File: src/rtl/tmu_pkg.sv
package tmu_pkg;
  localparam int MAX_CH = 3;
  localparam int PRE_W  = 10;

  typedef enum logic [1:0] {
    SEL_RELOAD = 2'd0,
    SEL_COUNT  = 2'd1,
    SEL_CTRL   = 2'd2,
    SEL_CAPT   = 2'd3
  } regSel_e;

  typedef struct packed {
    logic              wrOut;
    logic              wrStart;
    logic [MAX_CH-1:0] wrCh;
    logic              rdOut;
    logic              rdStart;
    logic [MAX_CH-1:0] rdCh;
    regSel_e           sel;
    logic              err;
  } strobe_t;
endpackage

File: src/rtl/tmu_chan.sv
module tmu_chan
  import tmu_pkg::*;
#(
  parameter int CNT_W    = 32,
  parameter bit HAS_CAPT = 1'b0
) (
  input  logic        clk,
  input  logic        rstN,
  input  logic        run,
  input  logic        wrEn,
  input  regSel_e     sel,
  input  logic [31:0] wdata,
  output logic [31:0] rdVal,
  output logic        irq
);
  logic [CNT_W-1:0] reloadQ, cntQ;
  logic [2:0]       divQ;
  logic             ieQ, flagQ;
  logic [PRE_W-1:0] preQ, preLast;
  logic [31:0]      captVal;
  logic             tick, ctrlWr;

  assign ctrlWr = wrEn && (sel == SEL_CTRL);

  always_comb begin
    case (divQ)
      3'd0:    preLast = PRE_W'(3);
      3'd1:    preLast = PRE_W'(15);
      3'd2:    preLast = PRE_W'(63);
      3'd3:    preLast = PRE_W'(255);
      default: preLast = PRE_W'(1023);
    endcase
  end

  assign tick = run && (preQ == preLast);

  always_ff @(posedge clk) begin
    if (!rstN) begin
      preQ <= '0;
    end else if (!run || ctrlWr || tick) begin
      preQ <= '0;
    end else begin
      preQ <= preQ + 1'b1;
    end
  end

  always_ff @(posedge clk) begin
    if (!rstN) begin
      reloadQ <= '1;
      cntQ    <= '1;
      divQ    <= '0;
      ieQ     <= 1'b0;
      flagQ   <= 1'b0;
    end else begin
      if (wrEn && sel == SEL_RELOAD) reloadQ <= wdata[CNT_W-1:0];
      if (wrEn && sel == SEL_COUNT) begin
        cntQ <= wdata[CNT_W-1:0];
      end else if (tick) begin
        cntQ <= (cntQ == '0) ? reloadQ : cntQ - 1'b1;
      end
      if (ctrlWr) begin
        divQ <= wdata[2:0];
        ieQ  <= wdata[5];
      end
      if (tick && cntQ == '0) begin
        flagQ <= 1'b1;
      end else if (ctrlWr && !wdata[8]) begin
        flagQ <= 1'b0;
      end
    end
  end

  generate
    if (HAS_CAPT) begin : g_capt
      logic [31:0] captQ;
      always_ff @(posedge clk) begin
        if (!rstN)                      captQ <= '0;
        else if (wrEn && sel == SEL_CAPT) captQ <= wdata;
      end
      assign captVal = captQ;
    end else begin : g_nocapt
      assign captVal = '0;
    end
  endgenerate

  always_comb begin
    case (sel)
      SEL_RELOAD: rdVal = 32'(reloadQ);
      SEL_COUNT:  rdVal = 32'(cntQ);
      SEL_CTRL:   rdVal = {23'd0, flagQ, 2'd0, ieQ, 2'd0, divQ};
      default:    rdVal = captVal;
    endcase
  end

  assign irq = flagQ && ieQ;
endmodule

File: src/rtl/tmu_ctrl.sv
module tmu_ctrl
  import tmu_pkg::*;
#(
  parameter int NUM_CH      = 3,
  parameter bit HAS_OUT_CTL = 1'b1
) (
  input  logic       busWr,
  input  logic       busRd,
  input  logic [7:0] busAddr,
  input  logic [2:0] wLow,
  output strobe_t    stb
);
  logic [5:0]        word;
  logic              legal, isOut, isStart, access, doRd;
  logic [MAX_CH-1:0] chHit;
  regSel_e           sel;

  assign word   = busAddr[7:2];
  assign access = busWr || busRd;
  assign doRd   = busRd && !busWr;

  always_comb begin
    legal   = 1'b0;
    isOut   = 1'b0;
    isStart = 1'b0;
    chHit   = '0;
    sel     = SEL_RELOAD;
    case (word)
      6'd0: begin legal = HAS_OUT_CTL; isOut = 1'b1; end
      6'd1: begin
        isStart = 1'b1;
        legal   = !(busWr && NUM_CH == 2 && wLow[2]);
      end
      6'd2, 6'd3, 6'd4: begin
        legal = 1'b1; chHit[0] = 1'b1; sel = regSel_e'(word - 6'd2);
      end
      6'd5, 6'd6, 6'd7: begin
        legal = 1'b1; chHit[1] = 1'b1; sel = regSel_e'(word - 6'd5);
      end
      6'd8, 6'd9, 6'd10, 6'd11: begin
        legal = (NUM_CH == 3); chHit[2] = 1'b1; sel = regSel_e'(word - 6'd8);
      end
      default: legal = 1'b0;
    endcase
    if (busWr && (chHit != '0) && sel == SEL_CTRL && wLow > 3'd4) legal = 1'b0;
    if (busAddr[1:0] != 2'b00) legal = 1'b0;
  end

  always_comb begin
    stb         = '0;
    stb.sel     = sel;
    stb.err     = access && !legal;
    stb.wrOut   = busWr && legal && isOut;
    stb.wrStart = busWr && legal && isStart;
    stb.wrCh    = (busWr && legal) ? chHit : '0;
    stb.rdOut   = doRd && legal && isOut;
    stb.rdStart = doRd && legal && isStart;
    stb.rdCh    = (doRd && legal) ? chHit : '0;
  end
endmodule

File: src/rtl/tmu_dp.sv
module tmu_dp
  import tmu_pkg::*;
#(
  parameter int NUM_CH = 3,
  parameter int CNT_W  = 32
) (
  input  logic              clk,
  input  logic              rstN,
  input  strobe_t           stb,
  input  logic [31:0]       busWdata,
  output logic [31:0]       busRdata,
  output logic              busErr,
  output logic [NUM_CH-1:0] chIrq,
  output logic              outCtl
);
  logic [NUM_CH-1:0] startQ;
  logic              outQ;
  logic [31:0]       chRd [MAX_CH];
  logic [31:0]       rdNext;

  always_ff @(posedge clk) begin
    if (!rstN) begin
      startQ <= '0;
      outQ   <= 1'b0;
    end else begin
      if (stb.wrStart) startQ <= busWdata[NUM_CH-1:0];
      if (stb.wrOut)   outQ   <= busWdata[0];
    end
  end

  generate
    for (genvar g = 0; g < MAX_CH; g++) begin : g_ch
      if (g < NUM_CH) begin : g_on
        tmu_chan #(.CNT_W(CNT_W), .HAS_CAPT(g == 2)) u_chan (
          .clk   (clk),
          .rstN  (rstN),
          .run   (startQ[g]),
          .wrEn  (stb.wrCh[g]),
          .sel   (stb.sel),
          .wdata (busWdata),
          .rdVal (chRd[g]),
          .irq   (chIrq[g])
        );
      end else begin : g_off
        assign chRd[g] = '0;
      end
    end
  endgenerate

  always_comb begin
    rdNext = '0;
    if (stb.rdOut)   rdNext = {31'd0, outQ};
    if (stb.rdStart) rdNext = 32'(startQ);
    for (int i = 0; i < MAX_CH; i++) begin
      if (stb.rdCh[i]) rdNext = chRd[i];
    end
  end

  always_ff @(posedge clk) begin
    if (!rstN) begin
      busRdata <= '0;
      busErr   <= 1'b0;
    end else begin
      busRdata <= rdNext;
      busErr   <= stb.err;
    end
  end

  assign outCtl = outQ;
endmodule

File: src/rtl/multi_timer_unit.sv
module multi_timer_unit
  import tmu_pkg::*;
#(
  parameter int NUM_CH      = 3,
  parameter bit HAS_OUT_CTL = 1'b1,
  parameter int CNT_W       = 32
) (
  input  logic              clk,
  input  logic              rstN,
  input  logic              busWr,
  input  logic              busRd,
  input  logic [7:0]        busAddr,
  input  logic [31:0]       busWdata,
  output logic [31:0]       busRdata,
  output logic              busErr,
  output logic [NUM_CH-1:0] chIrq,
  output logic              outCtl
);
  strobe_t stb;

  tmu_ctrl #(.NUM_CH(NUM_CH), .HAS_OUT_CTL(HAS_OUT_CTL)) u_ctrl (
    .busWr   (busWr),
    .busRd   (busRd),
    .busAddr (busAddr),
    .wLow    (busWdata[2:0]),
    .stb     (stb)
  );

  tmu_dp #(.NUM_CH(NUM_CH), .CNT_W(CNT_W)) u_dp (
    .clk      (clk),
    .rstN     (rstN),
    .stb      (stb),
    .busWdata (busWdata),
    .busRdata (busRdata),
    .busErr   (busErr),
    .chIrq    (chIrq),
    .outCtl   (outCtl)
  );
endmodule

File: config.mk
export PLATFORM = sky130hd
export DESIGN_NAME = multi_timer_unit
export DESIGN_NICKNAME = d
export VERILOG_FILES = /design/src/rtl/tmu_pkg.sv /design/src/rtl/tmu_chan.sv /design/src/rtl/tmu_ctrl.sv /design/src/rtl/tmu_dp.sv /design/src/rtl/multi_timer_unit.sv
export SDC_FILE = /design/constraint.sdc
export NUM_CORES = 1
export LEC_CHECK = 0
export BUFFER_PORTS_ARGS = -buffer_cell sky130_fd_sc_hd__buf_2
export CAP_MARGIN = 10
export CORE_ASPECT_RATIO = 0.7
export CORE_MARGIN = 3
export CORE_UTILIZATION = 55
export DETAILED_ROUTE_END_ITERATION = 6
export PLACE_DENSITY = 0.8
export SYNTH_ARGS = -nofsm -noshare
export SYNTH_HDL_FRONTEND = slang
export SYNTH_HIERARCHICAL = 1
export SYNTH_SLANG_ARGS = --single-unit
File: constraint.sdc
create_clock -name clk -period 10.4 [get_ports clk]
set_input_delay 2.08 -clock clk [delete_from_list [all_inputs] [get_ports clk]]
set_output_delay 2.08 -clock clk [all_outputs]
set_load 0.05 [all_outputs]
==> reports/results.ini <==
[die]
start_util_pct = 56.7
die_y_um = 154
ioPinCount = 81
core_area_um2 = 30500
die-area_um2 = 33700
die_w_um = 218
rows = 53

[synth]
syn_avg_cell_area_um2 = 7.74
synth.distinct_cells = 79
yosysSeqAreaShare_pct = 35.4
synth_nets = 2294
synth_compound_area_share_pct = 18.1
synthArstFlopShare_pct = 0
synth-edff-count = 0
synth-simple-area-share_pct = 29.6
synth_area_um2 = 17300
ys_ff_latch = 306
synthMuxAreaShare_pct = 6.98
synth_xor_area_share_pct = 4.00
synth_cells = 2237
synth_fa_ha_area_share_pct = 0.940
synth_top_family_by_area = simple AND/OR/NAND/NOR gates
ys_warn_count = 6
synth_ff_type = dfxtp_1

[setup_path]
critPathMaxFanout = 58
rrSetupSlack_ps = 7050
crit_type = in -> reg
arrival_ps = 7070
crit_path_end_kind = register
r2r_cells = 7
slowest_delay_ps = 940
start_kind = input pin
crit_path_start = busAddr[3]
worstReg2RegEnd = u_dp/g_ch[2].g_on.u_chan/cntQ[15]
crit_chain = buf_2 > inv_1 > ha_1 > or3_1 > o21ai_0 > a211oi_4 > buf_4 > a211oi_2 > nor3_1 > nand3b_1 > nand2_1 > nor2_1 > a211oi_1
r2r_start = u_dp/g_ch[2].g_on.u_chan/cntQ[16]
critPathRequiredTime_ps = 10890
crit_slowest_cell = nand2_1

[clock_network]
h-tree-depth = 1
cts_resized = 0
cts_setup_buffers = 0
clock_latency_ps = 580
numCtsBuffers = 29
clk_pin_slew_ps = 70
cts_tree = done
cts-hold-fix-buffers = 0
clockBufferDepth = 3
clock_sinks = 306
root_buffer = clkbuf_16

[pwr]
powerDensity_nw_per_um2 = 134
power_frac_clock_pct = 48.2
p_seq_share_pct = 46.9
leakagePower_nw = 6.64
switching_share_pct = 22.8
vdd_ir_drop_max_v = 0.000154
p_switching_uw = 572
intPower_mw = 1.94
combPwrFrac_pct = 4.9

[grt]
antenna_found_initial = 0
grt_pass1_vias = 15700
overflow = 0
grt_util_all_layers_pct = 32.7
grt_pass1_wl_mm = 88.7
grt_max_degree = 97

[timing]
finClkSkew_ps = 14.2
worstMarginPinSlew_ps = 1100
fin_hold_ws_ps = 464
fmax_mhz = 152
fin_setup_tns_ps = 0
setup_violations = 0
period_share_pct = 63.3
rsz0062_at_grt = false
finalMaxSlewViolations = 0
slew_headroom_pct = 26.2
hold_viol_final = 0
finalCriticalPeriod_ps = 6580

[placement]
dp_cells = 2580
place_hpwl_mm = 38.7
gp_congestion = 0.948
io_buffers = 80

[detailed_routing]
drcViolationCount = 0
ant_nets = 0
first_pass_iters = 7
first_iter_violations = 2395
vias_per_cell = 6.56
wl_per_cell_um = 21.9
route.final.wire_length_mm = 57.5
routed-via-count = 17300

[final_layout]
drive_above_1_share_pct = 9.95
fin_cells = 2633
nFillCells = 2684
insertedDiodeCount = 0
area_growth_pct = 8.36
fin_nets = 2257

[worst_hold_path]
hold_depth = 1
min_from = u_dp/g_ch[0].g_on.u_chan/preQ[0]
worstHoldPathType = reg -> reg
holdPathEnd = u_dp/g_ch[0].g_on.u_chan/preQ[0]

[run_status]
status = complete, no violations

[run]
maxCapViolCount = 0

[power by group through the flow]
stage	Sequential (mW)	Clock (mW)	Combinational [mW]
6_report	1.18	1.21	0.123
5_1_grt	1.18	1.26	0.127
4_1_cts	1.18	1.22	0.116
3_5_place_dp	1.20	0	0.116
3_3_place_gp	1.20	0	0.115
2_1_floorplan	1.21	0	0.0565
[cell type report]
class                      instances  area [µm²]  share of cell area (%)
tap                              412         515                    2.75
inverter                          21        78.8                   0.420
timing repair buffer             104         591                    3.15
clock inverter                    12         241                    1.29
multi-input combinational       1738       10400                    55.3
clock buffer                      40         837                    4.46
sequential                       306        6130                    32.7
[layout by cell type (no fill, tap or decap), drive strengths merged, types with 30 or more instances in the layout]
master	count
nand4	30
a21boi	43
o211ai	43
nand3	174
dfxtp	306
buf	104
a221oi	32
xnor2	44
xor2	35
mux2i	106
a21oi	123
nor4	48
nor3	44
nor2	226
clkbuf	40
o21ai	112
nand2	421
[sequential cells by signal (all words and copies together), names as in the netlist]
name / count
u_dp/g_ch.g_on.u_chan/cntQ: 96
u_dp/g_ch.g_on.u_chan/reloadQ: 96
u_dp/busRdata: 32
u_dp/g_ch.g_on.u_chan/captVal: 32
u_dp/g_ch.g_on.u_chan/preQ: 30
u_dp/g_ch.g_on.u_chan/divQ: 9
u_dp/g_ch.g_on.u_chan/flagQ: 3
u_dp/g_ch.g_on.u_chan/ieQ: 3
u_dp/startQ: 3
u_dp/busErr: 1
u_dp/outCtl: 1
[routing by layer]
metal  up-vias  GRT usage (%)  routed length [µm]  part of all wire (%)
li1       7857              -                   -                     -
met1      8228           46.3               23900                    42
met2      1064           49.1               24800                    43
met3       120           9.51                7420                    13
met4         0           8.22                1380                   2.4
met5         -              0                   0                     0
[metrics by stage]
stage / util [%] / setup slack (ps) / area, µm² / power [mW]
after floorplan: - / 5680 / 17300 / 1.26
after global placement: 57.9 / 3490 / 17700 / 1.32
after detailed placement: 57.9 / 3380 / 17700 / 1.32
after CTS: 61.4 / 3980 / 18700 / 2.51
after global routing: 61.5 / 3420 / 18800 / 2.56
final: 61.5 / 3820 / 18800 / 2.51
[critical path: cells and delay by family]
kind / cells / cell delay [ps]
AOI/OAI and AO/OA: 4 / 900
adders and majority gates: 1 / 180
buffers and inverters: 3 / 990
and+or+nand+nor: 5 / 2900
[worst max path at each step]
| stage | to | slack, ps | cells past startpoint |
|---|---|---|---|
| 6_report | u_dp/g_ch[0].g_on.u_chan/cntQ[22] | 3820 | 13 |
| 4_1_cts | u_dp/g_ch[2].g_on.u_chan/cntQ[2] | 3980 | 14 |
| 3_3_place_gp | u_dp/g_ch[2].g_on.u_chan/cntQ[2] | 3490 | 14 |
| 2_1_floorplan | u_dp/g_ch[2].g_on.u_chan/reloadQ[1] | 5680 | 12 |
| 3_5_place_dp | u_dp/g_ch[2].g_on.u_chan/cntQ[2] | 3380 | 14 |
| 5_1_grt | u_dp/g_ch[0].g_on.u_chan/cntQ[22] | 3420 | 13 |
[synth_stat cells, drive strengths merged, types with 7 or more instances]
master | number | area share (%)
nor4 | 48 | 2.6
dfxtp | 306 | 35
nor3 | 44 | 1.5
o221ai | 9 | 0.46
o2111ai | 9 | 0.46
a21oi | 123 | 3.6
or3 | 11 | 0.40
nor2b | 15 | 0.59
nor2 | 226 | 4.9
a221oi | 32 | 2.0
o2bb2ai | 7 | 0.35
inv | 21 | 0.46
clkbuf | 125 | 2.7
a211oi | 11 | 0.54
o21ai | 112 | 3.3
nor3b | 12 | 0.52
nand2 | 421 | 9.1
or4 | 22 | 0.95
mux2i | 106 | 6.1
nand4 | 30 | 1.1
nor4b | 7 | 0.48
and2 | 16 | 0.59
xor2 | 35 | 1.8
a21o | 11 | 0.48
a211o | 12 | 0.61
nand3b | 8 | 0.35
nand3 | 174 | 5.2
o211ai | 43 | 1.9
xnor2 | 44 | 2.2
ha | 13 | 0.94
buf | 47 | 1.8
a21boi | 43 | 1.9
[cells by family after synthesis]
kind of cell / after synthesis
buf+inv: 193
xor+xnor: 79
fa+ha+maj: 13
flops: 306
compound gates: 469
mux: 114
simple gates: 1063
Note: power is estimated with default switching activity, not from simulation.
